<file path="config.mk">
export PLATFORM = sky130hd
export DESIGN_NAME = opbus_cycle_ctrl
export DESIGN_NICKNAME = d
export VERILOG_FILES = /design/src/rtl/opbus_pkg.sv /design/src/rtl/opbus_phase.sv /design/src/rtl/opbus_seq.sv /design/src/rtl/opbus_dpath.sv /design/src/rtl/opbus_cycle_ctrl.sv
export SDC_FILE = /design/constraint.sdc
export NUM_CORES = 1
export LEC_CHECK = 0
export CAP_MARGIN = 15
export CELL_PAD_IN_SITES_DETAIL_PLACEMENT = 1
export CELL_PAD_IN_SITES_GLOBAL_PLACEMENT = 1
export CORE_ASPECT_RATIO = 0.8
export CORE_MARGIN = 3
export CORE_UTILIZATION = 29
export CTS_BUF_LIST = sky130_fd_sc_hd__clkbuf_16
export CTS_CLUSTER_SIZE = 14
export DETAILED_ROUTE_END_ITERATION = 8
export HOLD_SLACK_MARGIN = 0.03
export MAX_ROUTING_LAYER = met4
export PLACE_DENSITY_LB_ADDON = 0.1
export SLEW_MARGIN = 20
export SYNTH_ARGS = -nofsm -noshare
export SYNTH_HDL_FRONTEND = slang
export SYNTH_SLANG_ARGS = --single-unit
</file>
<file path="constraint.sdc">
create_clock -name clk -period 1.5 [get_ports clk]
set_input_delay 0.15 -clock clk [delete_from_list [all_inputs] [get_ports clk]]
set_output_delay 0.15 -clock clk [all_outputs]
set_load 0.01 [all_outputs]
</file>
<file path="src/rtl/opbus_pkg.sv">
package opbus_pkg;

    typedef enum logic [2:0] {
        ST_IDLE = 3'd0,
        ST_ADDR = 3'd1,
        ST_LEAD = 3'd2,
        ST_WAIT = 3'd3,
        ST_TERM = 3'd4
    } opbus_state_e;

    typedef struct packed {
        logic is_io;
        logic is_write;
    } opbus_kind_t;

endpackage

</file>
<file path="src/rtl/opbus_phase.sv">
module opbus_phase (
    input  logic clk,
    input  logic rst_n,
    output logic ph_hi
);
    // ph_hi = 1 marks the high half of the bus clock; the edge leaving a
    // low half is the rising bus edge.
    always_ff @(posedge clk) begin
        if (!rst_n) ph_hi <= 1'b0;
        else        ph_hi <= ~ph_hi;
    end

    a_r6_phase_alternates: assert property (@(posedge clk) disable iff (!rst_n)
        $past(rst_n) |-> (ph_hi != $past(ph_hi)));
endmodule

</file>
<file path="src/rtl/opbus_seq.sv">
module opbus_seq
    import opbus_pkg::*;
(
    input  logic         clk,
    input  logic         rst_n,
    input  logic         ph_hi,
    input  logic         req_valid,
    input  logic         bus_grant_i,
    input  logic         bus_busy_i,
    input  logic         xfer_ack_n_i,
    input  logic         bus_err_n_i,
    output opbus_state_e st,
    output logic         accept,
    output logic         req_ready,
    output logic         bus_req_o,
    output logic         grant_ack_o,
    output logic         state_o,
    output logic         strobe_n_o,
    output logic         rsp_done,
    output logic         rsp_err
);
    opbus_state_e nxt;
    logic         hit;
    logic         err_lat;
    logic         keep_r;
    logic         active;

    // Rising bus edge falls at the end of a low half.
    assign hit = ~ph_hi & (~xfer_ack_n_i | ~bus_err_n_i);

    // State register.
    always_ff @(posedge clk) begin
        if (!rst_n) st <= ST_IDLE;
        else        st <= nxt;
    end

    // Next-state logic.
    always_comb begin
        nxt = st;
        unique case (st)
            ST_IDLE: if (accept) nxt = ST_ADDR;
            ST_ADDR: nxt = ST_LEAD;
            ST_LEAD: nxt = ST_WAIT;
            ST_WAIT: if (hit) nxt = ST_TERM;
            ST_TERM: nxt = ST_IDLE;
            default: nxt = ST_IDLE;
        endcase
    end

    // Outputs decoded from the state.
    always_comb begin
        active      = (st != ST_IDLE);
        req_ready   = (st == ST_IDLE) & bus_grant_i & ~bus_busy_i & ~ph_hi;
        accept      = req_ready & req_valid;
        bus_req_o   = active | req_valid;
        grant_ack_o = active | keep_r;
        state_o     = active;
        strobe_n_o  = ~((st == ST_WAIT) | (st == ST_TERM));
    end

    // Completion status and grant hold-over.
    always_ff @(posedge clk) begin
        if (!rst_n) begin
            err_lat  <= 1'b0;
            rsp_done <= 1'b0;
            rsp_err  <= 1'b0;
            keep_r   <= 1'b0;
        end else begin
            if (st == ST_WAIT && hit) err_lat <= ~bus_err_n_i;
            rsp_done <= (st == ST_TERM);
            rsp_err  <= (st == ST_TERM) & err_lat;
            if (st == ST_TERM)      keep_r <= req_valid;
            else if (st != ST_IDLE) keep_r <= 1'b0;
            else if (!req_valid)    keep_r <= 1'b0;
        end
    end

    a_r3_accept_on_low_half: assert property (@(posedge clk) disable iff (!rst_n)
        (st == ST_ADDR) |-> (ph_hi && $past(st) == ST_IDLE));
    a_r4_addr_after_accept: assert property (@(posedge clk) disable iff (!rst_n)
        accept |=> (st == ST_ADDR));
    a_r5_lead_sequence: assert property (@(posedge clk) disable iff (!rst_n)
        (st == ST_ADDR) |=> (st == ST_LEAD) ##1 (st == ST_WAIT));
    a_r6_exit_on_rise: assert property (@(posedge clk) disable iff (!rst_n)
        (st == ST_TERM) |-> ($past(st) == ST_WAIT && !$past(ph_hi)));
    a_r7_single_done: assert property (@(posedge clk) disable iff (!rst_n)
        rsp_done |=> !rsp_done);
    a_r10_err_with_done: assert property (@(posedge clk) disable iff (!rst_n)
        rsp_err |-> rsp_done);
endmodule

</file>
<file path="src/rtl/opbus_dpath.sv">
module opbus_dpath
    import opbus_pkg::*;
#(
    parameter int ADDR_W = 16,
    parameter int DATA_W = 16
) (
    input  logic              clk,
    input  logic              rst_n,
    input  opbus_state_e      st,
    input  logic              accept,
    input  opbus_kind_t       kind_i,
    input  logic [ADDR_W-1:0] addr_i,
    input  logic [DATA_W-1:0] wdata_i,
    input  logic [DATA_W-1:0] bus_data_i,
    output logic [ADDR_W-1:0] addr_o,
    output logic              mio_o,
    output logic              rd_wr_o,
    output logic [DATA_W-1:0] data_o,
    output logic              data_oe_o,
    output logic [DATA_W-1:0] rsp_rdata
);
    localparam logic [ADDR_W-1:0] ADDR_IDLE = '0;

    opbus_kind_t       kind_r;
    logic [ADDR_W-1:0] addr_r;
    logic [DATA_W-1:0] wdata_r;
    logic              active;
    logic              drive_win;

    always_ff @(posedge clk) begin
        if (!rst_n) begin
            kind_r    <= '0;
            addr_r    <= '0;
            wdata_r   <= '0;
            rsp_rdata <= '0;
        end else begin
            if (accept) begin
                kind_r  <= kind_i;
                addr_r  <= addr_i;
                wdata_r <= wdata_i;
            end
            if (st == ST_TERM && !kind_r.is_write) rsp_rdata <= bus_data_i;
        end
    end

    always_comb begin
        active    = (st != ST_IDLE);
        drive_win = (st == ST_LEAD) | (st == ST_WAIT) | (st == ST_TERM);
        addr_o    = active ? addr_r : ADDR_IDLE;
        mio_o     = active & ~kind_r.is_io;
        rd_wr_o   = ~(active & kind_r.is_write);
        data_oe_o = drive_win & kind_r.is_write;
        data_o    = data_oe_o ? wdata_r : '0;
    end

    a_r9_drive_only_on_write: assert property (@(posedge clk) disable iff (!rst_n)
        data_oe_o |-> !rd_wr_o);
    a_r4_addr_held: assert property (@(posedge clk) disable iff (!rst_n)
        (st != ST_IDLE && $past(st) != ST_IDLE) |-> $stable(addr_o) && $stable(rd_wr_o));
endmodule

</file>
<file path="src/rtl/opbus_cycle_ctrl.sv">
module opbus_cycle_ctrl
    import opbus_pkg::*;
#(
    parameter int ADDR_W = 16,
    parameter int DATA_W = 16
) (
    input  logic              clk,
    input  logic              rst_n,
    input  logic              req_valid,
    input  logic [1:0]        req_kind,
    input  logic [ADDR_W-1:0] req_addr,
    input  logic [DATA_W-1:0] req_wdata,
    output logic              req_ready,
    output logic              rsp_done,
    output logic              rsp_err,
    output logic [DATA_W-1:0] rsp_rdata,
    output logic              bus_req_o,
    input  logic              bus_grant_i,
    input  logic              bus_busy_i,
    output logic              grant_ack_o,
    output logic              bus_clk_o,
    output logic              state_o,
    output logic              mio_o,
    output logic              rd_wr_o,
    output logic [ADDR_W-1:0] addr_o,
    output logic              strobe_n_o,
    output logic [DATA_W-1:0] data_o,
    output logic              data_oe_o,
    input  logic [DATA_W-1:0] bus_data_i,
    input  logic              xfer_ack_n_i,
    input  logic              bus_err_n_i
);
    logic         ph_hi;
    logic         accept;
    opbus_state_e st;
    opbus_kind_t  kind;

    assign kind      = opbus_kind_t'(req_kind);
    assign bus_clk_o = ph_hi;

    opbus_phase u_phase (
        .clk   (clk),
        .rst_n (rst_n),
        .ph_hi (ph_hi)
    );

    opbus_seq u_seq (
        .clk          (clk),
        .rst_n        (rst_n),
        .ph_hi        (ph_hi),
        .req_valid    (req_valid),
        .bus_grant_i  (bus_grant_i),
        .bus_busy_i   (bus_busy_i),
        .xfer_ack_n_i (xfer_ack_n_i),
        .bus_err_n_i  (bus_err_n_i),
        .st           (st),
        .accept       (accept),
        .req_ready    (req_ready),
        .bus_req_o    (bus_req_o),
        .grant_ack_o  (grant_ack_o),
        .state_o      (state_o),
        .strobe_n_o   (strobe_n_o),
        .rsp_done     (rsp_done),
        .rsp_err      (rsp_err)
    );

    opbus_dpath #(
        .ADDR_W (ADDR_W),
        .DATA_W (DATA_W)
    ) u_dpath (
        .clk        (clk),
        .rst_n      (rst_n),
        .st         (st),
        .accept     (accept),
        .kind_i     (kind),
        .addr_i     (req_addr),
        .wdata_i    (req_wdata),
        .bus_data_i (bus_data_i),
        .addr_o     (addr_o),
        .mio_o      (mio_o),
        .rd_wr_o    (rd_wr_o),
        .data_o     (data_o),
        .data_oe_o  (data_oe_o),
        .rsp_rdata  (rsp_rdata)
    );

    a_r1_idle_quiet: assert property (@(posedge clk) disable iff (!rst_n)
        !state_o |-> (strobe_n_o && !data_oe_o));
    a_r7_done_after_release: assert property (@(posedge clk) disable iff (!rst_n)
        rsp_done |-> (strobe_n_o && !$past(strobe_n_o)));
    a_r11_req_covers_transfer: assert property (@(posedge clk) disable iff (!rst_n)
        state_o |-> (bus_req_o && grant_ack_o));
endmodule

</file>
==> results of run 1 <==
## registers in the layout, summed over array words and instances (netlist names)
register	cells
u_dpath.addr_r	16
u_dpath.kind_r	2
u_phase.ph_hi	1
u_dpath.wdata_r	16
u_seq.rsp_done	1
u_dpath.rsp_rdata	16
u_seq.rsp_err	1
u_seq.err_lat	1
u_seq.st	3
u_seq.keep_r	1
## per-stage QoR
stage / power, uW / hold slack [ns] / std cells / setup TNS, ns
after floorplan: 1793 / 0.2558 / 294 / 0
after global placement: 2050 / 0.4376 / 519 / -5.733
after detailed placement: 2059 / 0.4459 / 519 / -8.785
after CTS: 3884 / 0.1895 / 540 / -12.00
after global routing: 4024 / 0.2014 / 544 / -17.72
final: 3851 / 0.1962 / 544 / -12.24
## power by group through the flow
stage | combinational [uW] | clock (uW) | sequential [uW]
final | 483 | 1770 | 1600
after global placement | 427 | 0 | 1620
after floorplan | 168 | 0 | 1630
after detailed placement | 434 | 0 | 1630
after global routing | 525 | 1900 | 1600
after CTS | 467 | 1820 | 1600
## area by class of cell
class / instances / area (sq um)
Fill cell: 939 / 3807
Timing Repair Buffer: 145 / 1468
Multi-Input combinational cell: 211 / 1333
Sequential cell: 58 / 1170
Clock buffer: 9 / 225.2
Tap cell: 108 / 135.1
Clock inverter: 7 / 30.03
Inverter: 4 / 17.52
Timing Repair inverter: 2 / 15.01
## worst paths after layout
check | endpoint | slack, ns | depth (start not counted)
min reg2reg | u_dpath.addr_r[0] | 0.45 | 2
min | u_phase.ph_hi | 0.20 | 3
max | u_dpath.addr_r[4] | -0.24 | 7
max reg2reg | u_dpath.addr_r[4] | -0.24 | 7
## metal layers
metal / vias up / share of wire (%) / wire [um] / GRT usage, %
li1: 1240 / - / - / -
met1: 1162 / 46 / 3761 / 19.44
met2: 65 / 49 / 3979 / 26.76
met3: 6 / 4.6 / 378 / 6.363
met4: 0 / 0.75 / 61 / 4.362
met5: - / 0 / 0 / -
## critical path, cell delays in order, from the launching register on
cell	delay, ns
dfxtp_4	0.36
buf_6	0.12
nor3_4	0.21
buf_6	0.14
buf_6	0.10
and4_4	0.33
buf_6	0.16
mux2i_2	0.23
## repair_timing
action                     in CTS  in global routing
setup endpoints to repair      73                 74
cloned                          3                  2
gates resized for setup       199                 35
pin swaps                      18                 10
buffers inserted                5                  4
hold buffers                    0                  0
## cell usage after synthesis
cell,instances,share of area [%]
buf_1,2,0.30
a21oi_1,1,0.20
and2_1,33,8.1
o21ai_0,16,3.2
mux2i_1,34,13
nor2_1,6,0.89
and2b_1,1,0.30
nor4b_2,1,0.59
nand4_1,1,0.25
buf_12,3,2.4
nor3_4,1,0.64
nor3b_2,1,0.49
buf_8,1,0.59
nand2_1,87,13
and4_4,1,0.44
a211oi_1,2,0.59
dfxtp_1,58,46
inv_1,4,0.59
nand3_1,17,3.4
clkbuf_1,10,1.5
buf_2,5,0.99
nand2b_1,2,0.49
and3_1,4,0.99
o21a_1,1,0.30
a41oi_1,1,0.35
a311oi_1,1,0.35
## cells by family after synthesis
| kind of cell | share of synthesized area [%] |
|---|---|
| buffers and inverters | 6.321 |
| AND/OR/NAND/NOR | 29.48 |
| flip-flops | 45.83 |
| AO/OA/AOI/OAI | 4.938 |
| multiplexers | 13.43 |
==> results.ini, run 1 <==
[outcome]
status=finished, violations left
violations=negative setup slack

[power_and_ir_drop]
p_leak_uw=0.001798
combinationalPowerShare_pct=12.6
pwr-share-clk_pct=46.0
peakVddDrop_mv=0.5117
p_sw_share_pct=23.77
power.density_nw_per_um2=876.6
seqPwrFrac_pct=41.4
p_int_uw=2935
switchingPower_uw=915.5

[critical_path]
cp.required_ns=1.74
critPathLaunchType=register
worstSetupPathType=register to register
cp_max_fo=7
r2r-start=u_seq.st[1]
worstPathArrival_ns=1.98
startpoint=u_seq.st[1]
end_kind=register

[floorplan]
rows=29
io_pins=116
floorplan.initialDensity_pct=30.90
die_h_um=89.60
fp.dieArea_sq_um=9901
coreArea_sq_um=8200
fp.dieW_um=110.5

[final_layout]
syn_to_final_growth_pct=73.38
mostFrequentLayoutCell=nand2_1
n_antenna_cell=0
design_area_sq_um=4393
drive_gt1_share_pct=27.52
fin_util_pct=53.57
layout_common_cells=nand2_1, clkdlybuf4s50_1, dfxtp_1
layout.nets=488

[routing]
firstDrtPassIters=4
num_vias=2473
drtIter0Drc=59
wl_per_cell_um=15.04
routed_via_density=4.546
finalWirelength_um=8180
ant_nets=0
drc_errors=0

[synthesis]
synth_nets=351
seq_area_frac_synth_pct=45.83
synthCells=294
synth.cell_area_sq_um=2534
synth_cell_type_count=26
syn_avg_cell_area_sq_um=8.618
yosysWarningCount=0
synth-seq-cells=58

[sta]
fin_ws_ns=-0.2417
setup_viol_count_final=72
maxSlewViolCount=0
finalCritPeriodShare_pct=116.1
rsz0062_at_grt=true
fmax_ghz=0.5742
hold_viol=0
fin_skew_ns=0.008548
tightest_slew_ns=0.2517
relSlewSlack_pct=83.15
min_period_ns=1.742

[clock_tree]
root_buffer=clkbuf_16
clock_path_buffers=2
h-tree-depth=3
cts.sink_count=58
cts_tree=done
clk_pin_slew_ns=0.05
worst_skew_pair.late_latency_ns=0.33
numCtsBuffers=9

[place]
dpl_worst_slack_ns=-0.2492
place_congestion=0.7215
port_buffers=115
dp_hpwl_um=5385
placed_area_sq_um=3916

[global_routing]
grt_max_degree=56
globalRouteOverflowTotal=0
grt_pass1_vias=2468
antenna_found_initial=0
grt_first_pass_wirelength_um=12410
grtUsageTotal_pct=16.48

[flow_run]
maxCapViolations=0

[hold_path]
min_from=rst_n
hold_path_class=input port to register

(Power assumes the default switching activity.)
==> inputs of run 2 (changes only) <==
--- a/config.mk
+++ b/config.mk
@@ -14,6 +14,7 @@
 export CTS_BUF_LIST = sky130_fd_sc_hd__clkbuf_16
 export CTS_CLUSTER_SIZE = 14
 export DETAILED_ROUTE_END_ITERATION = 8
+export GPL_ROUTABILITY_DRIVEN = 0
 export HOLD_SLACK_MARGIN = 0.03
 export MAX_ROUTING_LAYER = met4
 export PLACE_DENSITY_LB_ADDON = 0.1
==> results of run 2 <==
Same layout as run 1: the final DEF is identical, and so are final timing and power.
